File: src/rtl/irq_arb_pkg.sv
package irq_arb_pkg;

  // Control-to-datapath strobes
  typedef struct packed {
    logic loadOffer;
    logic takeAck;
    logic doReturn;
  } ctrlStrobes_t;

  // Source index polled at rank r: interleave groups of 'stride' sources
  function automatic int pollIdx(int r, int stride, int groups);
    return (r % groups) * stride + (r / groups);
  endfunction

endpackage

File: src/rtl/irq_arb_datapath.sv
module irq_arb_datapath
  import irq_arb_pkg::*;
#(
  parameter int NUM_SRC     = 15,
  parameter int POLL_STRIDE = 5,
  parameter int VEC_W       = 16,
  parameter int VEC_BASE    = 3,
  parameter int VEC_STEP    = 8
) (
  input  logic               clk,
  input  logic               rstN,
  input  logic [NUM_SRC-1:0] reqIn,
  input  logic               enWe,
  input  logic [NUM_SRC-1:0] enData,
  input  logic               prioWe,
  input  logic [NUM_SRC-1:0] prioData,
  input  logic               masterEn,
  input  logic               svcLow,
  input  logic               svcHigh,
  input  ctrlStrobes_t       strobes,
  output logic               candFound,
  output logic               offerLevel,
  output logic [VEC_W-1:0]   offerVector
);

  localparam int IDX_W       = $clog2(NUM_SRC);
  localparam int POLL_GROUPS = NUM_SRC / POLL_STRIDE;

  logic [NUM_SRC-1:0] enReg, prioReg, gated;
  logic [NUM_SRC-1:0] hiByRank, loByRank;
  logic [IDX_W-1:0]   hiIdx, loIdx, candIdx, offerIdx;
  logic               hiFound, loFound, allowHigh, allowLow, candLvl, offerLvl;

  always_ff @(posedge clk) begin
    if (!rstN) begin
      enReg   <= '0;
      prioReg <= '0;
    end else begin
      if (enWe)   enReg   <= enData;
      if (prioWe) prioReg <= prioData;
    end
  end

  assign gated = reqIn & enReg & {NUM_SRC{masterEn}};

  // Permute requests into poll-rank order, split by level
  for (genvar r = 0; r < NUM_SRC; r++) begin : g_rank
    localparam int SrcIdx = pollIdx(r, POLL_STRIDE, POLL_GROUPS);
    assign hiByRank[r] = gated[SrcIdx] &  prioReg[SrcIdx];
    assign loByRank[r] = gated[SrcIdx] & ~prioReg[SrcIdx];
  end

  // First set rank wins in each level
  always_comb begin
    hiFound = 1'b0;
    loFound = 1'b0;
    hiIdx   = '0;
    loIdx   = '0;
    for (int r = NUM_SRC - 1; r >= 0; r--) begin
      if (hiByRank[r]) begin
        hiFound = 1'b1;
        hiIdx   = IDX_W'(pollIdx(r, POLL_STRIDE, POLL_GROUPS));
      end
      if (loByRank[r]) begin
        loFound = 1'b1;
        loIdx   = IDX_W'(pollIdx(r, POLL_STRIDE, POLL_GROUPS));
      end
    end
  end

  assign allowHigh = !svcHigh;
  assign allowLow  = !svcHigh && !svcLow;
  assign candLvl   = hiFound && allowHigh;
  assign candFound = candLvl || (loFound && allowLow);
  assign candIdx   = candLvl ? hiIdx : loIdx;

  always_ff @(posedge clk) begin
    if (!rstN) begin
      offerIdx <= '0;
      offerLvl <= 1'b0;
    end else if (strobes.loadOffer) begin
      offerIdx <= candIdx;
      offerLvl <= candLvl;
    end
  end

  assign offerLevel  = offerLvl;
  assign offerVector = VEC_W'(VEC_BASE) + VEC_W'(offerIdx) * VEC_W'(VEC_STEP);

endmodule

File: src/rtl/irq_arb_control.sv
module irq_arb_control
  import irq_arb_pkg::*;
(
  input  logic         clk,
  input  logic         rstN,
  input  logic         cycleStrobe,
  input  logic         irqAck,
  input  logic         retPulse,
  input  logic         candFound,
  input  logic         offerLevel,
  output ctrlStrobes_t strobes,
  output logic         offerValid,
  output logic [1:0]   svcFlags
);

  logic [1:0] svcNext;

  always_comb begin
    strobes.loadOffer = cycleStrobe && !offerValid && candFound;
    strobes.takeAck   = irqAck && offerValid;
    strobes.doReturn  = retPulse;
  end

  always_comb begin
    svcNext = svcFlags;
    if (strobes.doReturn) begin
      if (svcFlags[1]) svcNext[1] = 1'b0;
      else             svcNext[0] = 1'b0;
    end
    if (strobes.takeAck) svcNext[offerLevel] = 1'b1;
  end

  always_ff @(posedge clk) begin
    if (!rstN) begin
      offerValid <= 1'b0;
      svcFlags   <= 2'b00;
    end else begin
      svcFlags <= svcNext;
      if (strobes.loadOffer)    offerValid <= 1'b1;
      else if (strobes.takeAck) offerValid <= 1'b0;
    end
  end

endmodule

File: src/rtl/irq_arbiter.sv
module irq_arbiter
  import irq_arb_pkg::*;
#(
  parameter int NUM_SRC     = 15,
  parameter int POLL_STRIDE = 5,
  parameter int VEC_W       = 16,
  parameter int VEC_BASE    = 3,
  parameter int VEC_STEP    = 8
) (
  input  logic               clk,
  input  logic               rstN,
  input  logic               cycleStrobe,
  input  logic [NUM_SRC-1:0] reqIn,
  input  logic               enWe,
  input  logic [NUM_SRC-1:0] enData,
  input  logic               prioWe,
  input  logic [NUM_SRC-1:0] prioData,
  input  logic               masterEn,
  input  logic               irqAck,
  input  logic               retPulse,
  output logic               irqValid,
  output logic [VEC_W-1:0]   irqVector,
  output logic               irqLevel,
  output logic [1:0]         svcFlags
);

  ctrlStrobes_t strobes;
  logic         candFound;

  irq_arb_datapath #(
    .NUM_SRC(NUM_SRC), .POLL_STRIDE(POLL_STRIDE), .VEC_W(VEC_W),
    .VEC_BASE(VEC_BASE), .VEC_STEP(VEC_STEP)
  ) u_dp (
    .clk(clk), .rstN(rstN), .reqIn(reqIn),
    .enWe(enWe), .enData(enData), .prioWe(prioWe), .prioData(prioData),
    .masterEn(masterEn), .svcLow(svcFlags[0]), .svcHigh(svcFlags[1]),
    .strobes(strobes), .candFound(candFound),
    .offerLevel(irqLevel), .offerVector(irqVector)
  );

  irq_arb_control u_ctl (
    .clk(clk), .rstN(rstN), .cycleStrobe(cycleStrobe),
    .irqAck(irqAck), .retPulse(retPulse),
    .candFound(candFound), .offerLevel(irqLevel),
    .strobes(strobes), .offerValid(irqValid), .svcFlags(svcFlags)
  );

endmodule

File: config.mk
export PLATFORM = sky130hd
export DESIGN_NAME = irq_arbiter
export DESIGN_NICKNAME = d
export VERILOG_FILES = /design/src/rtl/irq_arb_pkg.sv /design/src/rtl/irq_arb_datapath.sv /design/src/rtl/irq_arb_control.sv /design/src/rtl/irq_arbiter.sv
export SDC_FILE = /design/constraint.sdc
export NUM_CORES = 1
export LEC_CHECK = 0
export BUFFER_PORTS_ARGS = -buffer_cell sky130_fd_sc_hd__buf_2
export CAP_MARGIN = 0
export CORE_MARGIN = 10
export CORE_UTILIZATION = 48
export CTS_CLUSTER_DIAMETER = 120
export DETAILED_ROUTE_END_ITERATION = 8
export MAX_ROUTING_LAYER = met4
export PLACE_DENSITY = 0.8
export SLEW_MARGIN = 10
export SYNTH_ARGS = -nofsm -noshare
export SYNTH_HDL_FRONTEND = slang
export SYNTH_SLANG_ARGS = --single-unit
File: constraint.sdc
create_clock -name clk -period 5 [get_ports clk]
set_input_delay 1 -clock clk [delete_from_list [all_inputs] [get_ports clk]]
set_output_delay 1 -clock clk [all_outputs]
set_load 0.03 [all_outputs]
==> results of run 1 <==
[metrics by stage]
| step | setup WS [ps] | total power, mW | hold WS [ps] |
|---|---|---|---|
| after floorplan | 2340 | 0.447 | 496 |
| after global routing | 2000 | 0.733 | 506 |
| after detailed placement | 1940 | 0.482 | 465 |
| final | 2240 | 0.699 | 474 |
| after CTS | 2260 | 0.704 | 480 |
| after global placement | 1970 | 0.480 | 458 |
[state kept, by name, summed over array words and instances (netlist names)]
signal            count
u_dp.prioReg         15
u_ctl.offerValid      1
u_ctl.svcFlags        2
u_dp.offerLevel       1
u_dp.offerIdx         4
u_dp.enReg           15
[power breakdown]
part	leakage, nW	internal, mW	switching (mW)	total [mW]
clock network	0.0472	0.111	0.112	0.223
logic	0.827	0.0574	0.0786	0.136
registers	0.313	0.322	0.0174	0.340
[worst max path at each step]
stage / startpoint / end / slack, ps / cells after the start
finish: masterEn / u_dp.offerIdx[0] / 2240 / 8
floorplan: masterEn / u_dp.offerIdx[0] / 2340 / 9
global placement: masterEn / u_dp.offerIdx[0] / 1970 / 8
detailed placement: masterEn / u_dp.offerIdx[0] / 1940 / 8
global route: masterEn / u_dp.offerIdx[0] / 2000 / 8
CTS: masterEn / u_dp.offerIdx[0] / 2260 / 8
[cell families after synthesis]
group | Yosys count | share of synthesized area [%]
compound gates | 49 | 15.3
xor+xnor | 2 | 0.768
buf+inv | 31 | 8.34
flops | 38 | 33.4
mux | 30 | 13.2
other cells | 2 | 0.329
simple gates | 108 | 28.7
[routing by layer]
layer  vias up  part of all wire (%)  global-route usage, %
met2        75                    45                   26.2
met4         0                   3.4                   8.09
met1       931                    44                   19.9
li1       1035                     -                      -
met5         -                     0                      -
met3        17                   7.3                   4.38
[layout make-up]
type / count / area, um2
clock inverters: 2 / 12.5
multi-input cells: 201 / 1370
inverters: 4 / 15.0
repair buffers: 60 / 300
well taps: 54 / 67.6
fillers: 446 / 2050
clock buffers: 6 / 82.6
flip-flops and latches: 38 / 761
[layout by cell type (no fill, tap or decap), types with 4 or more instances in the layout]
master	n
sky130_fd_sc_hd__nand2_1	12
sky130_fd_sc_hd__a31oi_1	4
sky130_fd_sc_hd__buf_2	60
sky130_fd_sc_hd__nor2_1	13
sky130_fd_sc_hd__nand4_1	15
sky130_fd_sc_hd__a21oi_1	6
sky130_fd_sc_hd__clkbuf_8	6
sky130_fd_sc_hd__inv_1	4
sky130_fd_sc_hd__conb_1	12
sky130_fd_sc_hd__dfxtp_1	38
sky130_fd_sc_hd__o21ai_0	9
sky130_fd_sc_hd__nor2b_1	33
sky130_fd_sc_hd__o211ai_1	4
sky130_fd_sc_hd__o22ai_1	4
sky130_fd_sc_hd__nand4b_1	7
sky130_fd_sc_hd__mux2i_1	30
sky130_fd_sc_hd__nand3_1	9
[critical path, delay by kind of cell]
| family | cells | cell delay [ps] |
|---|---|---|
| compound gates | 3 | 660 |
| simple gates | 4 | 990 |
| buf+inv | 1 | 280 |
==> run summary, run 1 <==
===========================================================================================
Run status ...................................................................    completed
Number of CTS-inserted buffers ...............................................            5
Cell accounting for the most synthesized area ................................ sky130_fd_sc_hd__dfxtp_1
Required time at the endpoint of the critical path ...........................      5170 ps
Hold Path Origin ............................................................. u_dp.offerIdx[2]
Antenna-violating nets left ..................................................            0
Worst-path maximum fanout ....................................................           35
Worst slew pin tran ..........................................................       555 ps
Peak supply drop .............................................................   0.000148 V
Overall routing resource usage ...............................................        16.9%
Number of instances in the synthesized netlist ...............................          260
Antenna violations before repair .............................................            0
Root buf cell ................................................................ sky130_fd_sc_hd__clkbuf_8
Antenna Diode Count ..........................................................            0
Core outline area ............................................................  0.00466 mm2
Kind of end point of the critical path .......................................         flop
Commonest cells in the netlist ............................................... sky130_fd_sc_hd__dfxtp_1, sky130_fd_sc_hd__nor2b_1, sky130_fd_sc_hd__mux2i_1
Count of input and output buffers ............................................           60
Final core area utilization ..................................................        55.9%
Die outline width ............................................................      88.9 um
Cell area after synthesis ....................................................  0.00228 mm2
Clk slew on worst S/H paths ..................................................        70 ps
Vias .........................................................................         2058
Source of the worst register-to-register timing path ......................... u_dp.enReg[4]
CTS tree .....................................................................        built
Count of boundary I/O pins ...................................................           73
Area of the die ..............................................................  0.00791 mm2
DP HPWL ......................................................................      5130 um
Pin count of the biggest net entering global routing .........................           40
Initial cell density of the core .............................................        48.9%
H-tree levels ................................................................            2
Remaining global-route overflow ..............................................            0
Number of design-rule violations left by the first detailed-router iteration .          110
Number of sinks driven by the clock tree .....................................           38
Synth top area cells ......................................................... sky130_fd_sc_hd__dfxtp_1, sky130_fd_sc_hd__mux2i_1, sky130_fd_sc_hd__nor2b_1, sky130_fd_sc_hd__buf_4, sky130_fd_sc_hd__nand4_1
Flop and latch count out of synthesis ........................................           38
Critical path arrival ........................................................      2930 ps
Number of enable-type register cells in the synthesized netlist ..............            0
Dominant synthesized flop cell ............................................... sky130_fd_sc_hd__dfxtp_1
Cell breakdown of the critical path .......................................... buf_2 > and4_1 > a2111o_1 > nor4_2 > nor2_1 > or2_1 > o211ai_2 > o22ai_1
Post-synth cell types ........................................................           49
Hold Path Class ..............................................................      reg2reg
Async S/R FF share, synth ....................................................           0%
Worst path slowest cell ...................................................... sky130_fd_sc_hd__a2111o_1
Post-synth top area share ....................................................        33.4%
Sum of routed wire length over all layers ....................................      6290 um
RSZ-0062 raised after global routing .........................................        false
Total count of hold-check failures in the final report .......................            0
Die Y ........................................................................      88.9 um
Number of global-route vias before repair ....................................         2101
Final cell area excluding filler cells .......................................  0.00261 mm2
Reg2reg end .................................................................. u_dp.offerIdx[0]
Setup CP Type ................................................................       in2reg
Max-cap violations ...........................................................            0
Post-CTS setup-driven buffer insertion count .................................            0
Average routed wire per standard cell ........................................      17.2 um
Count of endpoints failing setup in the final report .........................            0
Cell Area, Placed ............................................................  0.00251 mm2
Setup slack of the worst register-to-register path ...........................      2990 ps
Count leader, synth .......................................................... sky130_fd_sc_hd__dfxtp_1
Worst hold endpoint .......................................................... u_dp.offerIdx[2]
Synthesized area divided by synthesized cell count ...........................     8.77 um2
Number of gates given a new drive strength after cts .........................            0
Min-Delay Path Depth .........................................................            2
Detailed-routing iteration count for the pre-antenna-repair pass .............            4
Number of cells traversed by the worst register-to-register path .............            7
Seq/Total Area, Yosys ........................................................        33.4%
Routability-driven placement congestion ratio ................................        0.926
Pwr dens .....................................................................   268 mW/mm2
Setup Total Neg Slack ........................................................         0 ps
Source-to-sink clock delay at the later pin of the worst-skew pair ...........       300 ps
DRC errors left ..............................................................            0
Placement row count ..........................................................           25
F_max ........................................................................      362 MHz
Clock Path Buffers ...........................................................            2
Period utilization ...........................................................        55.2%
Fin crit period ..............................................................      2760 ps
Area added between synthesis and finish ......................................        14.3%
Via count normalized by instance count .......................................         5.64
Pleak ........................................................................      1.19 nW
Final Skew ...................................................................      6.43 ps
Wire length of the first global-routing pass .................................     10100 um
Number of instances in the placed design .....................................          357
Max transition margin ........................................................        63.0%
Category of the worst setup path launch point ................................    input pin
Net count, final .............................................................          363
Layout cells sized above 1 ...................................................        23.8%
Hold_buf cts .................................................................            0
Syn. warnings ................................................................            0
Non-filler instance count after layout .......................................          365
Worst stage delay on the critical path .......................................       420 ps
Final Slew Violations ........................................................            0
===========================================================================================
No activity file was read; power rests on OpenSTA's default activity.
==> run 2, diff against run 1 <==
--- a/config.mk
+++ b/config.mk
@@ -5,10 +5,11 @@
 export SDC_FILE = /design/constraint.sdc
 export NUM_CORES = 1
 export LEC_CHECK = 0
+export ABC_AREA = 1
 export BUFFER_PORTS_ARGS = -buffer_cell sky130_fd_sc_hd__buf_2
 export CAP_MARGIN = 0
 export CORE_MARGIN = 10
-export CORE_UTILIZATION = 48
+export CORE_UTILIZATION = 46
 export CTS_CLUSTER_DIAMETER = 120
 export DETAILED_ROUTE_END_ITERATION = 8
 export MAX_ROUTING_LAYER = met4
==> constraint.sdc (replaced) <==
create_clock -name clk -period 2.5 [get_ports clk]
set_input_delay 0.5 -clock clk [delete_from_list [all_inputs] [get_ports clk]]
set_output_delay 0.5 -clock clk [all_outputs]
set_load 0.03 [all_outputs]
==> run 2 against run 1 <==
  * Routed wire length down 5.1%
  * Clock power up 85%
  * First-iteration DRC count up 60%
  * Via count up 14%
  * Cell area down 1.6%
  * Die area up 1.7%
  * Core utilization down 1.6 points
  * Worst hold slack worse by 49 ps
  * Sequential cell count unchanged
  * Synthesized cell count up 31%
  * Largest power group unchanged
  * Highest routed layer unchanged
==> run summary, run 2 <==
=====================================================================================================
Run status .............................................................................    completed
Number of global-route vias before repair ..............................................         2253
Cell Area, Placed ......................................................................  0.00248 mm2
Hold_buf cts ...........................................................................            0
Sum of routed wire length over all layers ..............................................      5970 um
RSZ-0062 raised after global routing ...................................................        false
Remaining global-route overflow ........................................................            0
Count of endpoints failing setup in the final report ...................................            0
Count of input and output buffers ......................................................           60
Average routed wire per standard cell ..................................................      13.0 um
Post-synth cell types ..................................................................           27
Final Slew Violations ..................................................................            0
Cell accounting for the most synthesized area .......................................... sky130_fd_sc_hd__dfxtp_1
Number of sinks driven by the clock tree ...............................................           38
Worst-path maximum fanout ..............................................................           30
Die outline width ......................................................................      89.7 um
Cell area after synthesis ..............................................................  0.00223 mm2
Count of boundary I/O pins .............................................................           73
Cell breakdown of the critical path .................................................... buf_2 > nand4_1 > nand2_1 > nor3_2 > nand2_1 > o31ai_4 > nand2_1 > nand2_1 > inv_2 > nor2_1 > nor2_1 > nand2_1 > inv_1
Async S/R FF share, synth ..............................................................           0%
Footprint of the flip-flops and latches ................................................      761 um2
Setup CP Type ..........................................................................       in2reg
Met3 GRT Util ..........................................................................        4.41%
Setup slack of the worst register-to-register path .....................................       760 ps
Final Skew .............................................................................      2.62 ps
Sequential group share of total power ..................................................        48.6%
DRC errors left ........................................................................            0
Combined buffer and inverter count along the critical path .............................            3
Clock Path Buffers .....................................................................            2
Count leader, synth .................................................................... sky130_fd_sc_hd__nor2_1
Dominant combinational cell family by area after synthesis ............................. simple AND/OR/NAND/NOR gates
Number of CTS-inserted buffers .........................................................            5
Critical path arrival ..................................................................      2150 ps
Global-route layer with the greatest usage .............................................         met2
Area added between synthesis and finish ................................................        14.7%
Worst path slowest cell ................................................................ sky130_fd_sc_hd__o31ai_4
Die Y ..................................................................................      89.7 um
Post-CTS setup-driven buffer insertion count ...........................................            0
Sw Share ...............................................................................        32.9%
Routability-driven placement congestion ratio ..........................................        0.929
Number of design-rule violations left by the first detailed-router iteration ...........          176
Sw power ...............................................................................     0.469 mW
Clk slew on worst S/H paths ............................................................        80 ps
Commonest cells in the netlist ......................................................... sky130_fd_sc_hd__nor2_1, sky130_fd_sc_hd__nand2_1, sky130_fd_sc_hd__dfxtp_1
Proportion of synthesized area in mux cells ............................................           0%
Initial cell density of the core .......................................................        47.3%
Critical Path Most Common Cell ......................................................... sky130_fd_sc_hd__nand2_1
Seq/Total Area, Yosys ..................................................................        34.0%
Relative contribution of the clock network to total power ..............................        29.0%
Wire length of the first global-routing pass ...........................................     10200 um
Antenna Diode Count ....................................................................            0
Category of the worst setup path launch point ..........................................    input pin
DP HPWL ................................................................................      4730 um
F_max ..................................................................................      512 MHz
Root buf cell .......................................................................... sky130_fd_sc_hd__clkbuf_8
Detailed-routing iteration count for the pre-antenna-repair pass .......................            4
Synthesized area divided by synthesized cell count .....................................     6.57 um2
Flop and latch count out of synthesis ..................................................           38
Post-synthesis share of cell area spent on full adders, half adders and majority gates .           0%
Number of fill cells ...................................................................          495
Hold Path Class ........................................................................       in2reg
Worst slew pin tran ....................................................................       686 ps
Kind of end point of the critical path .................................................         flop
Period utilization .....................................................................        78.2%
Global-route track usage on met2 .......................................................        22.8%
Setup Total Neg Slack ..................................................................         0 ps
Number of instances in the synthesized netlist .........................................          340
Overall routing resource usage .........................................................        14.9%
Core outline area ......................................................................  0.00472 mm2
Total count of hold-check failures in the final report .................................            0
Source-to-sink clock delay at the later pin of the worst-skew pair .....................       290 ps
Via count normalized by instance count .................................................         5.13
Max-cap violations .....................................................................            0
Area of the die ........................................................................  0.00805 mm2
Simple logic cell fraction of the synthesized area .....................................        35.9%
Biggest regs ........................................................................... u_dp.enReg: 15 flops, u_dp.prioReg: 15 flops, u_dp.offerIdx: 4 flops
Met1 track demand over resource ........................................................        18.7%
CTS tree ...............................................................................        built
Xor/xnor share of the synthesized area .................................................           0%
Worst stage delay on the critical path .................................................       290 ps
Synth top area cells ................................................................... sky130_fd_sc_hd__dfxtp_1, sky130_fd_sc_hd__nor2_1, sky130_fd_sc_hd__nand2_1, sky130_fd_sc_hd__o21ai_0, sky130_fd_sc_hd__inv_1
Syn. warnings ..........................................................................            0
Number of enable-type register cells in the synthesized netlist ........................            0
Leading cell type in the layout, fill and taps excluded ................................ sky130_fd_sc_hd__nor2_1
Pwr dens ...............................................................................   555 mW/mm2
Fin crit period ........................................................................      1950 ps
Cell internal power dissipation ........................................................     0.955 mW
Net count, final .......................................................................          445
Dominant synthesized flop cell ......................................................... sky130_fd_sc_hd__dfxtp_1
Area of combinational cells with multiple inputs .......................................  0.00120 mm2
Hold Path Origin .......................................................................   enData[10]
Layout cells sized above 1 .............................................................        20.9%
Placement row count ....................................................................           25
Vias ...................................................................................         2353
Peak supply drop .......................................................................   0.000376 V
Antenna-violating nets left ............................................................            0
Most frequent cells in the layout ...................................................... sky130_fd_sc_hd__nor2_1, sky130_fd_sc_hd__nand2_1, sky130_fd_sc_hd__buf_2
Compound-gate portion of the synthesized area ..........................................        15.7%
Pleak ..................................................................................      1.36 nW
Source of the worst register-to-register timing path ................................... u_dp.enReg[5]
Number of gates given a new drive strength after cts ...................................            0
First element of the critical path .....................................................     masterEn
Part of the power in combinational logic ...............................................        22.4%
Antenna violations before repair .......................................................            0
Cell class contributing the biggest share of worst-path delay .......................... simple AND/OR/NAND/NOR gates
Max transition margin ..................................................................        54.2%
Post-synth top area share ..............................................................        34.0%
Final cell area excluding filler cells .................................................  0.00256 mm2
Required time at the endpoint of the critical path .....................................      2700 ps
Pin count of the biggest net entering global routing ...................................           33
H-tree levels ..........................................................................            2
=====================================================================================================
run 2: final cells by class:
class	instances	share of cell area, %
repair buffers	60	11.7
well taps	67	3.27
clock inverters	2	0.586
inverters	36	5.27
flip-flops and latches	38	29.7
multi-input cells	251	46.8
clock buffers	5	2.68
run 2: path summary, 6_finish.rpt:
check / endpoint / cells past startpoint
max: u_dp.offerIdx[3] / 13
min: u_dp.enReg[10] / 3
max reg2reg: u_dp.offerIdx[3] / 12
min reg2reg: u_dp.prioReg[11] / 2
run 2: power by group through the flow:
stage	Combinational, mW	Clock, mW	Sequential (mW)
floorplan	0.220	0	0.726
global placement	0.311	0	0.703
detailed placement	0.316	0	0.705
CTS	0.318	0.420	0.692
global route	0.365	0.449	0.698
finish	0.319	0.413	0.692
run 2: tightest hold or removal path, stage by stage:
cell and delay [ps]:
sky130_fd_sc_hd__buf_2 70, sky130_fd_sc_hd__nor2_1 30, sky130_fd_sc_hd__nor2_1 80
run 2: kinds of logic (layout without fill, tap and decap cells):
logic type,count (synthesis),after routing
buffers and inverters,61,103
and+or+nand+nor,174,174
other,2,12
DFF,38,38
AOI/OAI and AO/OA,65,65
run 2: metal layers:
metal	share of wire, %	vias up
li1	-	1198
met1	47	1041
met2	44	106
met3	8.4	8
met4	1.1	0
met5	0	-
run 2: stage by stage:
step	hold WS (ps)	util [%]	power [mW]	std cells	worst slack, ps
2_1_floorplan	448	-	0.946	350	658
6_report	425	54.3	1.42	459	546
3_3_place_gp	460	52.5	1.01	452	298
5_1_grt	431	54.3	1.51	459	286
4_1_cts	421	54.3	1.43	459	551
3_5_place_dp	470	52.5	1.02	452	249
==> run 3, diff against run 2 <==
==> constraint.sdc (replaced) <==
create_clock -name clk -period 1.6 [get_ports clk]
set_input_delay 0.32 -clock clk [delete_from_list [all_inputs] [get_ports clk]]
set_output_delay 0.32 -clock clk [all_outputs]
set_load 0.03 [all_outputs]
==> run 3 against run 2 <==
  * The run now ends with setup timing left
  * Sequential cell count did not move
  * Worst hold slack got worse by 180 ps
  * Sequential power rose by 58%
  * Critical path depth did not move
  * Global-route usage rose by 0.92 points
  * Critical endpoint is now u_dp.offerIdx[0]
==> run summary, run 3 (synthesized netlist as in run 2, its figures left out) <==
===========================================================================================
Run status ................................................................... complete, but fails checks
Violated checks .............................................................. setup timing
Fin crit period ..............................................................      1710 ps
Number of global-route vias before repair ....................................         2425
Die outline width ............................................................      89.7 um
Min-Delay Path Depth .........................................................            3
Wire length of the first global-routing pass .................................     10700 um
Overall Power ................................................................      2.62 mW
Category of the worst setup path launch point ................................         flop
Number of design-rule violations left by the first detailed-router iteration .          153
Core outline area ............................................................  0.00472 mm2
Hold_buf cts .................................................................            0
Source-to-sink clock delay at the later pin of the worst-skew pair ...........       290 ps
Period utilization ...........................................................         107%
Worst-path maximum fanout ....................................................           11
F_max ........................................................................      586 MHz
Hold Path Origin .............................................................   enData[12]
Setup Total Neg Slack ........................................................      -438 ps
Die Y ........................................................................      89.7 um
DP HPWL ......................................................................      4990 um
Reg2reg end .................................................................. u_dp.offerIdx[0]
Kind of end point of the critical path .......................................         flop
Count of endpoints failing setup in the final report .........................            6
Layout cells sized above 1 ...................................................        29.0%
Max-cap violations ...........................................................            0
Initial cell density of the core .............................................        47.3%
Detailed-routing iteration count for the pre-antenna-repair pass .............            4
Sum of routed wire length over all layers ....................................      6410 um
Setup CP Type ................................................................      reg2reg
Overall routing resource usage ...............................................        15.8%
Peak supply drop .............................................................   0.000538 V
Biggest regs ................................................................. u_dp.enReg: 15 flops, u_dp.prioReg: 15 flops, u_dp.offerIdx: 4 flops
Cell Area, Placed ............................................................  0.00266 mm2
Most frequent cells in the layout ............................................ sky130_fd_sc_hd__nor2_1, sky130_fd_sc_hd__buf_2, sky130_fd_sc_hd__nand2_1
Pin count of the biggest net entering global routing .........................           32
Number of sinks driven by the clock tree .....................................           38
Count of boundary I/O pins ...................................................           73
Number of CTS-inserted buffers ...............................................            5
Routability-driven placement congestion ratio ................................        0.982
Hold Path Class ..............................................................       in2reg
Placement row count ..........................................................           25
Antenna-violating nets left ..................................................            0
Worst hold endpoint .......................................................... u_dp.enReg[12]
H-tree levels ................................................................            2
DRC errors left ..............................................................            0
Final cell area excluding filler cells .......................................  0.00286 mm2
Clock Path Buffers ...........................................................            2
Count of input and output buffers ............................................           60
Number of cells traversed by the worst register-to-register path .............           13
Setup slack of the worst register-to-register path ...........................      -110 ps
Antenna violations before repair .............................................            0
Required time at the endpoint of the critical path ...........................      1800 ps
Source of the worst register-to-register timing path ......................... u_dp.prioReg[7]
RSZ-0062 raised after global routing .........................................         true
Pwr dens .....................................................................   918 mW/mm2
Final Slew Violations ........................................................            0
Area of the die ..............................................................  0.00805 mm2
Number of fill cells .........................................................          425
Area added between synthesis and finish ......................................        27.9%
Total count of hold-check failures in the final report .......................            0
Clk slew on worst S/H paths ..................................................        80 ps
Root buf cell ................................................................ sky130_fd_sc_hd__clkbuf_8
Dpl ws .......................................................................      -499 ps
Leading cell type in the layout, fill and taps excluded ...................... sky130_fd_sc_hd__nor2_1
Average routed wire per standard cell ........................................      13.2 um
Final Skew ...................................................................      6.96 ps
Antenna Diode Count ..........................................................            0
Critical path arrival ........................................................      1910 ps
Net count, final .............................................................          469
Via count normalized by instance count .......................................         5.06
Pleak ........................................................................      1.51 nW
CTS tree .....................................................................        built
Vias .........................................................................         2451
Remaining global-route overflow ..............................................            0
Smallest setup slack after layout ............................................      -107 ps
===========================================================================================
[run 3: cell count changes in the layout (fill, tap and decap cells not counted), sizes merged]
cell      before  now
buf           60   84
bufinv         0    2
clkinvlp       2    0
clkinv         1    2
[run 3: per-layer routing]
layer | share of wire (%) | track usage, % | vias up
li1 | - | - | 1248
met1 | 43 | 17.5 | 1101
met2 | 47 | 27.5 | 94
met3 | 8.2 | 4.32 | 8
met4 | 1.5 | 4.04 | 0
met5 | 0 | - | -
[run 3: worst max path at each step]
stage / from / to
4_1_cts: u_dp.prioReg[5] / u_dp.offerIdx[0]
6_report: u_dp.prioReg[7] / u_dp.offerIdx[0]
5_1_grt: u_dp.prioReg[12] / u_dp.offerIdx[0]
3_5_place_dp: masterEn / u_dp.offerIdx[0]
2_1_floorplan: masterEn / u_dp.offerIdx[0]
3_3_place_gp: masterEn / u_dp.offerIdx[0]
[run 3: stage by stage]
| step | hold WS [ps] | util (%) | std cells |
|---|---|---|---|
| 2_1_floorplan | 448 | - | 350 |
| 4_1_cts | 245 | 59.8 | 482 |
| 3_5_place_dp | 477 | 56.4 | 473 |
| 6_report | 242 | 60.5 | 484 |
| 3_3_place_gp | 454 | 56.4 | 473 |
| 5_1_grt | 249 | 60.5 | 484 |
[run 3: cell type report]
type | instances | area [um2] | area share (%)
clock buffer | 5 | 68.8 | 2.41
multi-input combinational | 251 | 1240 | 43.3
inverter | 36 | 138 | 4.82
tap | 67 | 83.8 | 2.93
timing repair buffer | 84 | 495 | 17.3
clock inverter | 3 | 68.8 | 2.41
sequential | 38 | 767 | 26.8
[run 3: critical path, cell delays in order (launching register included)]
cell and delay (ps):
sky130_fd_sc_hd__dfxtp_1 350, sky130_fd_sc_hd__inv_1 60, sky130_fd_sc_hd__nand4_1 120, sky130_fd_sc_hd__nand2_1 80, sky130_fd_sc_hd__nor4_1 300, sky130_fd_sc_hd__nand3_1 140, sky130_fd_sc_hd__nand2_1 70, sky130_fd_sc_hd__nand2_1 60
sky130_fd_sc_hd__nand2_2 100, sky130_fd_sc_hd__inv_4 70, sky130_fd_sc_hd__nor2_2 80, sky130_fd_sc_hd__nor2_1 50, sky130_fd_sc_hd__nand2_1 70, sky130_fd_sc_hd__inv_1 40
[run 3: what timing repair did]
| action | 4_1_cts | 5_1_grt |
|---|---|---|
| hold endpoints to repair | 0 | 0 |
| gates resized for setup | 7 | 8 |
| endpoints found under the setup margin | 6 | 6 |
| setup buffers | 1 | 2 |
| pin swaps | 1 | 11 |
[run 3: power breakdown]
part           total [mW]  switching [mW]  internal [mW]
clock               0.988           0.363          0.625
combinational       0.549           0.347          0.202
sequential           1.09          0.0599           1.03
total                2.62           0.771           1.85
